File: src/rtl/pcb_pkg.sv
// Shared constants and types for the performance counter bank.
// Assumes event codes fit in EVT_CODE_W bits.
package pcb_pkg;

    localparam int EVT_CODE_W      = 8;
    localparam int NUM_EVENT_CODES = 54;

    // Named low event codes; code 0 is the free-running cycle count.
    typedef enum logic [EVT_CODE_W-1:0] {
        EV_CYCLES    = 8'd0,
        EV_INSN_MISS = 8'd1,
        EV_INSN_HIT  = 8'd2,
        EV_DATA_MISS = 8'd3,
        EV_DATA_HIT  = 8'd4,
        EV_ANY_MISS  = 8'd5,
        EV_ANY_HIT   = 8'd6
    } ev_code_e;

    // Per-counter configuration word, as laid out on the write data bus.
    typedef struct packed {
        logic                  clr_on_rd;
        logic [EVT_CODE_W-1:0] evt;
    } ctr_cfg_t;

    localparam int CFG_W = $bits(ctr_cfg_t);

endpackage

File: src/rtl/pcb_event_sel.sv
// Event selector: turns a counter's event code into a single increment strobe.
// Code 0 always fires. Codes 1..NUM_EVENTS-1 pick their strobe bit.
// Codes at or above NUM_EVENTS never fire.
// Assumes NUM_EVENTS <= 2**EVT_CODE_W.
module pcb_event_sel
    import pcb_pkg::*;
#(
    parameter int NUM_EVENTS = NUM_EVENT_CODES
) (
    input  logic [NUM_EVENTS-1:0] ev_strobe,
    input  logic [EVT_CODE_W-1:0] sel,
    output logic                  hit
);

    localparam int CODES = 1 << EVT_CODE_W;

    logic [CODES-1:0] ev_ext;

    // Zero-extend the strobes so codes beyond the last event read as idle.
    assign ev_ext = {{(CODES-NUM_EVENTS){1'b0}}, ev_strobe};

    // Pick the selected strobe, forcing the cycle code high.
    always_comb begin
        if (sel == EV_CYCLES) begin
            hit = 1'b1;
        end else begin
            hit = ev_ext[sel];
        end
    end

endmodule

File: src/rtl/pcb_counter.sv
// One counter slice: configuration register plus a wrapping CNT_W-bit count.
// A count read with clear-on-read set zeroes the count on the same edge.
// An event in that cycle then leaves the count at 1.
// Assumes a configuration write and a count read never coincide.
// The register port issues one request per cycle.
module pcb_counter
    import pcb_pkg::*;
#(
    parameter int CNT_W = 64
) (
    input  logic             clk,
    input  logic             rst_n,
    input  logic             cfg_we,
    input  ctr_cfg_t         cfg_wdata,
    input  logic             cnt_rd,
    input  logic             hit,
    output ctr_cfg_t         cfg_q,
    output logic [CNT_W-1:0] cnt_q
);

    logic             clr;
    logic [CNT_W-1:0] base;
    logic [CNT_W-1:0] cnt_nxt;

    // Hold the configuration word; only a configuration write changes it.
    always_ff @(posedge clk) begin
        if (!rst_n) begin
            cfg_q <= '0;
        end else if (cfg_we) begin
            cfg_q <= cfg_wdata;
        end
    end

    // Work out the next count: optional clear, then the increment, wrapping.
    always_comb begin
        clr     = cnt_rd & cfg_q.clr_on_rd;
        base    = clr ? '0 : cnt_q;
        cnt_nxt = base + CNT_W'(hit);
    end

    // Register the count.
    always_ff @(posedge clk) begin
        if (!rst_n) begin
            cnt_q <= '0;
        end else begin
            cnt_q <= cnt_nxt;
        end
    end

endmodule

File: src/rtl/pcb_regport.sv
// Register port: decodes one request per cycle into per-counter strobes.
// It also registers the read response one cycle later.
// A count read returns the value before the request edge.
// A configuration read returns the 9-bit word zero-extended.
// An index beyond NUM_CTRS decodes to nothing and reads as zero.
module pcb_regport
    import pcb_pkg::*;
#(
    parameter int NUM_CTRS = 4,
    parameter int CNT_W    = 64,
    parameter int IDX_W    = 2
) (
    input  logic                            clk,
    input  logic                            rst_n,
    input  logic                            req_valid,
    input  logic                            req_write,
    input  logic                            req_cfg,
    input  logic [IDX_W-1:0]                req_idx,
    input  logic [NUM_CTRS-1:0][CNT_W-1:0]  cnt_vec,
    input  ctr_cfg_t [NUM_CTRS-1:0]         cfg_vec,
    output logic [NUM_CTRS-1:0]             cfg_we_vec,
    output logic [NUM_CTRS-1:0]             cnt_rd_vec,
    output logic                            rsp_valid,
    output logic [CNT_W-1:0]                rsp_data
);

    logic             is_read;
    logic [CNT_W-1:0] rd_mux;

    assign is_read = req_valid & ~req_write;

    // Decode the index into one strobe per counter.
    for (genvar g = 0; g < NUM_CTRS; g++) begin : g_dec
        assign cfg_we_vec[g] = req_valid & req_write & req_cfg & (req_idx == IDX_W'(g));
        assign cnt_rd_vec[g] = is_read & ~req_cfg & (req_idx == IDX_W'(g));
    end

    // Select the readback value for the addressed counter.
    always_comb begin
        rd_mux = '0;
        for (int i = 0; i < NUM_CTRS; i++) begin
            if (req_idx == IDX_W'(i)) begin
                rd_mux = req_cfg ? CNT_W'(cfg_vec[i]) : cnt_vec[i];
            end
        end
    end

    // Register the response valid flag.
    always_ff @(posedge clk) begin
        if (!rst_n) begin
            rsp_valid <= 1'b0;
        end else begin
            rsp_valid <= is_read;
        end
    end

    // Capture the read data on a read request.
    always_ff @(posedge clk) begin
        if (!rst_n) begin
            rsp_data <= '0;
        end else if (is_read) begin
            rsp_data <= rd_mux;
        end
    end

endmodule

File: src/rtl/perf_counter_bank.sv
// Top of the performance counter bank: NUM_CTRS counter slices, each with its
// own event selector, behind one valid-qualified register port.
// Assumes CNT_W >= CFG_W so a configuration word fits in the read data.
module perf_counter_bank
    import pcb_pkg::*;
#(
    parameter int NUM_CTRS   = 4,
    parameter int CNT_W      = 64,
    parameter int NUM_EVENTS = NUM_EVENT_CODES,
    localparam int IDX_W     = (NUM_CTRS > 1) ? $clog2(NUM_CTRS) : 1
) (
    input  logic                  clk,
    input  logic                  rst_n,
    input  logic [NUM_EVENTS-1:0] ev_strobe,
    input  logic                  req_valid,
    input  logic                  req_write,
    input  logic                  req_cfg,
    input  logic [IDX_W-1:0]      req_idx,
    input  logic [CFG_W-1:0]      req_wdata,
    output logic                  rsp_valid,
    output logic [CNT_W-1:0]      rsp_data
);

    logic [NUM_CTRS-1:0][CNT_W-1:0] cnt_vec;
    ctr_cfg_t [NUM_CTRS-1:0]        cfg_vec;
    logic [NUM_CTRS-1:0]            cfg_we_vec;
    logic [NUM_CTRS-1:0]            cnt_rd_vec;
    logic [NUM_CTRS-1:0]            hit_vec;
    ctr_cfg_t                       cfg_wdata;

    assign cfg_wdata = ctr_cfg_t'(req_wdata);

    pcb_regport #(
        .NUM_CTRS (NUM_CTRS),
        .CNT_W    (CNT_W),
        .IDX_W    (IDX_W)
    ) u_port (
        .clk        (clk),
        .rst_n      (rst_n),
        .req_valid  (req_valid),
        .req_write  (req_write),
        .req_cfg    (req_cfg),
        .req_idx    (req_idx),
        .cnt_vec    (cnt_vec),
        .cfg_vec    (cfg_vec),
        .cfg_we_vec (cfg_we_vec),
        .cnt_rd_vec (cnt_rd_vec),
        .rsp_valid  (rsp_valid),
        .rsp_data   (rsp_data)
    );

    // One event selector and one counter per slice.
    for (genvar g = 0; g < NUM_CTRS; g++) begin : g_ctr
        pcb_event_sel #(
            .NUM_EVENTS (NUM_EVENTS)
        ) u_sel (
            .ev_strobe (ev_strobe),
            .sel       (cfg_vec[g].evt),
            .hit       (hit_vec[g])
        );

        pcb_counter #(
            .CNT_W (CNT_W)
        ) u_cnt (
            .clk       (clk),
            .rst_n     (rst_n),
            .cfg_we    (cfg_we_vec[g]),
            .cfg_wdata (cfg_wdata),
            .cnt_rd    (cnt_rd_vec[g]),
            .hit       (hit_vec[g]),
            .cfg_q     (cfg_vec[g]),
            .cnt_q     (cnt_vec[g])
        );
    end

endmodule

File: config.mk
export PLATFORM = sky130hd
export DESIGN_NAME = perf_counter_bank
export DESIGN_NICKNAME = d
export VERILOG_FILES = /design/src/rtl/pcb_pkg.sv /design/src/rtl/pcb_event_sel.sv /design/src/rtl/pcb_counter.sv /design/src/rtl/pcb_regport.sv /design/src/rtl/perf_counter_bank.sv
export SDC_FILE = /design/constraint.sdc
export NUM_CORES = 1
export LEC_CHECK = 0
export ABC_AREA = 1
export BUFFER_PORTS_ARGS = -buffer_cell sky130_fd_sc_hd__buf_2
export CAP_MARGIN = 40
export CORE_MARGIN = 1
export CORE_UTILIZATION = 42
export CTS_CLUSTER_SIZE = 25
export DETAILED_ROUTE_END_ITERATION = 7
export PLACE_DENSITY = 0.56
export SYNTH_ARGS = -nofsm -noshare
export SYNTH_HDL_FRONTEND = slang
export SYNTH_SLANG_ARGS = --single-unit
File: constraint.sdc
create_clock -name clk -period 6.5 [get_ports clk]
set_input_delay 1.3 -clock clk [delete_from_list [all_inputs] [get_ports clk]]
set_output_delay 1.3 -clock clk [all_outputs]
set_load 0.01 [all_outputs]
Word-level counts from Yosys, hierarchy flattened
Cells that the tools add are included.

Order comparisons: 4. Reductions and logical operators: 5. Muxes and demuxes: 24. Equality and inequality tests: 3. Bitwise gates (word level): 18. Add/subtract/negate cells: 4.

Operators with widths (number): $mux W64 (12); $add A64 B1 Y64 (4); $lt A8 B9 Y1 const B (4); $bmux W1 S8 (4); $logic_not A8 Y1 (4); $and A1 B1 Y1 (16); $mux W1 (8); $eq A2 B2 Y1 const B (2); $eq A2 B1 Y1 const B (1); $logic_not A2 Y1 (1); $not A1 Y1 (2).

Input bits: 70. Bits in registers: 357. Output and inout bits: 65.

Depth between registers and ports, before layout
Depth after elaboration: 7. Gate-level depth with buffers: 26. Depth with buffers taken out: 25.

Modules after synthesis
A second synthesis with hierarchy kept.

Cell total of the unflattened synthesis: 4526. Area, all modules: 25527.0 um2.

By module, submodules not included: pcb_counter (cells an instance 748, area each 4478.0 um2, times used 4, sequential area each 1461.4 um2); pcb_regport (cells an instance 890, area each 4772.1 um2, times used 1, sequential area each 1301.2 um2); pcb_event_sel (cells an instance 161, area each 710.7 um2, times used 4, sequential area each 0.0 um2).

Worst setup path after synthesis
Ideal clock, no wire load.

Path type: in2reg. Start point: input port req_idx[1]. End point: register g_ctr[3].u_cnt.cnt_q[56]. Arrival time: 3.764 ns. Cell stages on the path: 20. Library setup time: 0.115 ns. Path buffers: 4. Path slack: 2.621 ns. Cell sequence: buf_2 > nand2_4 > nor2_1 > nand2_4 > buf_6 > buf_2 > buf_2 > inv_2 > nor2_1 > ha_1 > ha_1 > nand2_1 > nor2_1 > nand2_1 > nor2_4 > nand2_1 > nor2_2 > nand3_1 > nand2_1 > nor2_1.

Word-level cells in the longest chain between the ends: 5.

RTL lines: start, declared (RTL line perf_counter_bank.sv:18) `input logic [IDX_W-1:0] req_idx,`; $eq A2 B2 Y1 (RTL line pcb_regport.sv:35) `assign cnt_rd_vec[g] = is_read & ~req_cfg & (req_idx == IDX_W'(g));`; $and A1 B1 Y1 (RTL line pcb_regport.sv:35); $and A1 B1 Y1 (RTL line pcb_counter.sv:36) `clr = cnt_rd & cfg_q.clr_on_rd;`; $mux W64 (RTL line pcb_counter.sv:37) `base = clr ? '0 : cnt_q;`; $add A64 B1 Y64 (RTL line pcb_counter.sv:38) `cnt_nxt = base + CNT_W'(hit);`; end signal, assigned (RTL line pcb_counter.sv:46) `cnt_q <= cnt_nxt;`; end, declared (RTL line pcb_counter.sv:18) `output logic [CNT_W-1:0] cnt_q`.

No other way between the ends. A chain may end at the register's enable or synchronous reset.

Final worst setup path
Start point: register g_ctr[2].u_cnt.cfg_q[1] (netlist name). End point: register g_ctr[2].u_cnt.cnt_q[44].

Word-level cells in the longest chain between the ends: 4.

RTL lines: start, declared (RTL line pcb_counter.sv:17) `output ctr_cfg_t cfg_q,`; start signal, assigned (RTL line pcb_counter.sv:30) `cfg_q <= cfg_wdata;`; $bmux W1 S8 (RTL line pcb_event_sel.sv:27) `hit = ev_ext[sel];`; $mux W1 (not written as such) (RTL line pcb_event_sel.sv:27); $mux W1 * (RTL line pcb_event_sel.sv:24) `if (sel == EV_CYCLES) begin`; $add A64 B1 Y64 * (RTL line pcb_counter.sv:38); end signal, assigned (RTL line pcb_counter.sv:46); end, declared (RTL line pcb_counter.sv:18).

Every way passes the cells marked *; elsewhere a longest branch is shown, timed or not. The select of a mux whose other input is x is not followed.

==> impl_summary.txt <==
----------------------------------------------------
[Routing]
  Routed wire length on met2 ... ~47 mm
  Top Layer Used ... met5
  Number of vias per cell ... 5.56
  Length of routed wiring on met1 ... between 40 and 50 mm
  Total Wirelength ... 109 mm
  Wirelength per Cell ... 21.6 um
  Post-route DRC ... 0
  Met3 WL post-DR ... a little over 9 mm
  Antenna-violating nets left ... 0
  Via count ... 28173
  Total iterations of the first detailed-routing run ... 6
  Number of DRC markers in iteration 0 ... ~3400

[STA]
  Final critical-path share of the clock period ... 0.671
  Worst Max-Slew Pin Slew ... 0.986 ns
  Min cycle time layout ... 4.36 ns
  Setup repair after global routing missed its margin ... no
  Worst hold margin ... 0.460 ns
  Final Max Slew Viols ... 0
  Final number of hold-violating endpoints ... 0
  Setup violators final ... 0
  Peak clock frequency supported by timing ... approximately 230 MHz
  Worst slew margin relative to its limit ... 0.343
  Final setup skew ... 0.0320 ns
  Final TNS setup ... 0 ns

[Synth]
  Synth warn ... 0
  Post-synth cell types ... 44
  Syn Nets ... 4314
  Number of enable-type register cells in the synthesized netlist ... 0
  Sequential cell area fraction in the yosys report ... 0.295
  Synth top area share ... 0.295
  Netlist area before placement ... 24200 um2
  Top cells by area in the synthesized netlist ... dfxtp_1 (30%), nand2_1 (17%), nor2_1 (11%)
  Post-synthesis sequential element count ... 357
  Post-synthesis cell type with the largest combined area ... dfxtp_1
  Mean instance size in the synthesized netlist ... 5.71 um2
  Gate count after technology mapping ... 4236
  Post-synth top flop ... dfxtp_1
  Share of synthesized registers carrying an async set or reset ... 0

[Worst setup path]
  Number of buffers and inverters on the critical path ... 1
  Largest stage delay on the critical path ... 0.81 ns
  Critical Path Source Type ... register
  Worst path slowest cell ... dfxtp_1
  CP Data Required Time ... 7.00 ns
  Crit-path most repeated cell ... nand2_1
  Capturing element type of the critical path ... register
  Classification of the worst setup path ... register to register
  Arrival time of data at the critical path endpoint ... 4.86 ns
  CP Cell Sequence ... inv_1 -> nand3_1 -> nand2_1 -> a31oi_1 -> nor2_1 -> nand2_1 -> nand2_1 -> nand2_1 -> nand2_1 -> nor2_1 -> ha_1 -> ha_1 -> nand2_1 -> nand3b_1 -> nor2_1 -> nand2_1 -> nor2_1 -> nand3_1 -> o21ai_0 -> nor2_1
  Largest fanout on the critical path ... 23
  Family of cells with the greatest summed delay on the critical path ... simple AND/OR/NAND/NOR gates

[Clock network]
  Maximum level of the CTS H-tree ... 2
  Number of buffers inserted during clock tree synthesis ... 45
  Clk sink count ... 357
  Hold buffer count at cts ... 0
  Clock latency reported for the late side of the worst-skew pair ... between 0.6 and 0.7 ns
  Clock root buffer ... clkbuf_16
  Buffer levels on the longest clock path ... 3
  Number of setup buffers added after CTS ... 0
  Total of cells resized after clock tree synthesis ... 0
  TritonCTS clock tree ... done
  CTS clk-pin slew, worst paths ... 0.06 ns

[Outcome]
  Run status ... completed

[Global routing]
  Pin count of the biggest net entering global routing ... 142
  Via count of the first global-routing pass ... 25167
  Antenna violations before repair ... 4
  Wire length of the first global-routing pass ... approximately 160 mm
  GRT Util Overall ... 0.364
  Total global routing overflow ... 0

[Die]
  # rows ... 87
  Floorplan core area ... around 57000 um2
  Die outline width ... 242 um
  Top-level port count ... 135
  Die outline area ... 58600 um2
  Vertical die dimension ... 242 um
  Initial cell density of the core ... 0.427

[Pwr]
  Power per Cell Area ... 200 nW/um2
  Max VDD drop ... 0.181 mV
  Lkg Pwr ... 10.4 nW

[Place]
  Routability congestion estimate from global placement ... 1.09
  Placed wire-length estimate ... approximately 86 mm
  Port buffer count ... 134

[Job]
  Number of violations of the max-capacitance limit ... 0

[Min path]
  Hold Crit Class ... register to register

[Cells and area]
  Fraction of final layout cells sized beyond drive strength 1 ... 0.0712
  Inserted Diodes ... 0
  Area overhead of the layout relative to synthesis ... 11.4%
  Number of nets in the finished design ... about 4400

----------------------------------------------------
[cell families after synthesis]
family | after synthesis | share of synthesized area
and+or+nand+nor | 2327 | 0.396
AOI/OAI and AO/OA | 851 | 0.191
buffers and inverters | 683 | 0.110
DFF | 357 | 0.295
xor gates and xnor gates | 10 | 0.00362
adders and majority gates | 8 | 0.00413
[synthesized netlist by cell type (9+ instances only)]
master    count
nand2_1    1121
nor2_1      680
inv_1       494
nand3_1     390
a21oi_1     383
dfxtp_1     357
o21ai_0     334
clkbuf_1    112
o211ai_1     52
nor3_1       38
nand4_1      30
nor2_2       23
buf_2        22
buf_1        20
o221ai_1     18
o22ai_1      18
inv_2        16
nand3b_1     12
a22o_1       11
buf_4        11
o21bai_1     11
xor2_1        9
[state kept, by name, summed over array words and instances (netlist names)]
name	flops
u_port.rsp_data	64
u_port.rsp_valid	1
g_ctr.u_cnt.cfg_q	36
g_ctr.u_cnt.cnt_q	256
[stage by stage]
step / cells / utilization / power [mW] / setup WS (ns) / area (um2)
4_1_cts: 5069 / 0.476 / 5.41 / 2.26 / 27000
5_1_grt: 5069 / 0.476 / 5.54 / 1.74 / 27000
3_3_place_gp: 4984 / 0.447 / 2.68 / 1.82 / 25300
3_5_place_dp: 4989 / 0.448 / 2.68 / 1.78 / 25400
6_report: 5069 / 0.476 / 5.39 / 2.14 / 27000
2_1_floorplan: 4236 / - / 2.51 / 2.62 / 24200
[worst paths after layout]
check,start,end,slack [ns],cells after the start
worst max-delay path,g_ctr[2].u_cnt.cfg_q[1]$_SDFFE_PN0P_,g_ctr[2].u_cnt.cnt_q[44]$_SDFF_PN0_,2.14,20
worst min-delay path,u_port.rsp_data[16]$_SDFFE_PN0N_,u_port.rsp_data[16]$_SDFFE_PN0N_,0.46,2
worst max register to register,g_ctr[2].u_cnt.cfg_q[1]$_SDFFE_PN0P_,g_ctr[2].u_cnt.cnt_q[44]$_SDFF_PN0_,2.14,20
worst min register to register,u_port.rsp_data[16]$_SDFFE_PN0N_,u_port.rsp_data[16]$_SDFFE_PN0N_,0.46,2
[layout make-up]
cell class / count / area (um2)
clock buffers: 60 / 1270
clock inverters: 20 / 317
fillers: 6275 / 29700
inverters: 513 / 1930
multi-input cells: 3196 / 14400
flip-flops and latches: 357 / 7150
well taps: 756 / 946
repair buffers: 167 / 965
[worst register-to-register path: stages, from the launching register on]
cell and delay, ns:
dfxtp_1 0.81, inv_1 0.34, nand3_1 0.17, nand2_1 0.06, a31oi_1 0.15, nor2_1 0.07, nand2_1 0.06, nand2_1 0.11
nand2_1 0.09, nand2_1 0.05, nor2_1 0.12, ha_1 0.24, ha_1 0.28, nand2_1 0.07, nand3b_1 0.25, nor2_1 0.39
nand2_1 0.18, nor2_1 0.42, nand3_1 0.20, o21ai_0 0.18, nor2_1 0.05
[placed cells by master, fill, tap and decap left out, drive strengths merged, types with 2 or more instances in the layout]
master | Yosys | routed
o21ai | 338 | 338
clkbuf | 112 | 60
or2 | 12 | 12
a22o | 11 | 11
nor2 | 706 | 706
nand4 | 30 | 30
o22ai | 18 | 18
buf | 58 | 167
bufinv | 0 | 7
o211ai | 52 | 52
a31oi | 2 | 2
nand3 | 391 | 391
o221a | 2 | 2
ha | 8 | 8
nand2 | 1128 | 1128
a21oi | 383 | 383
o221ai | 18 | 18
inv | 510 | 512
clkinv | 3 | 8
nor3b | 5 | 5
o21a | 6 | 6
dfxtp | 357 | 357
clkinvlp | 0 | 6
a41oi | 6 | 6
nor3 | 42 | 42
o21bai | 11 | 11
xor2 | 9 | 9
nand3b | 12 | 12
[power by group]
part | switching [mW] | internal [mW] | total [mW]
Combinational | 0.292 | 0.112 | 0.404
Sequential | 0.0249 | 2.22 | 2.24
Clock | 1.09 | 1.66 | 2.75
Total | 1.40 | 3.99 | 5.39
[layer usage]
| metal | global-route usage | vias to the layer above |
|---|---|---|
| li1 | - | 13815 |
| met1 | 0.514 | 12956 |
| met2 | 0.555 | 1210 |
| met3 | 0.0537 | 184 |
| met4 | 0.142 | 8 |
| met5 | 0 | - |
Power figures use the tool's default switching activity.
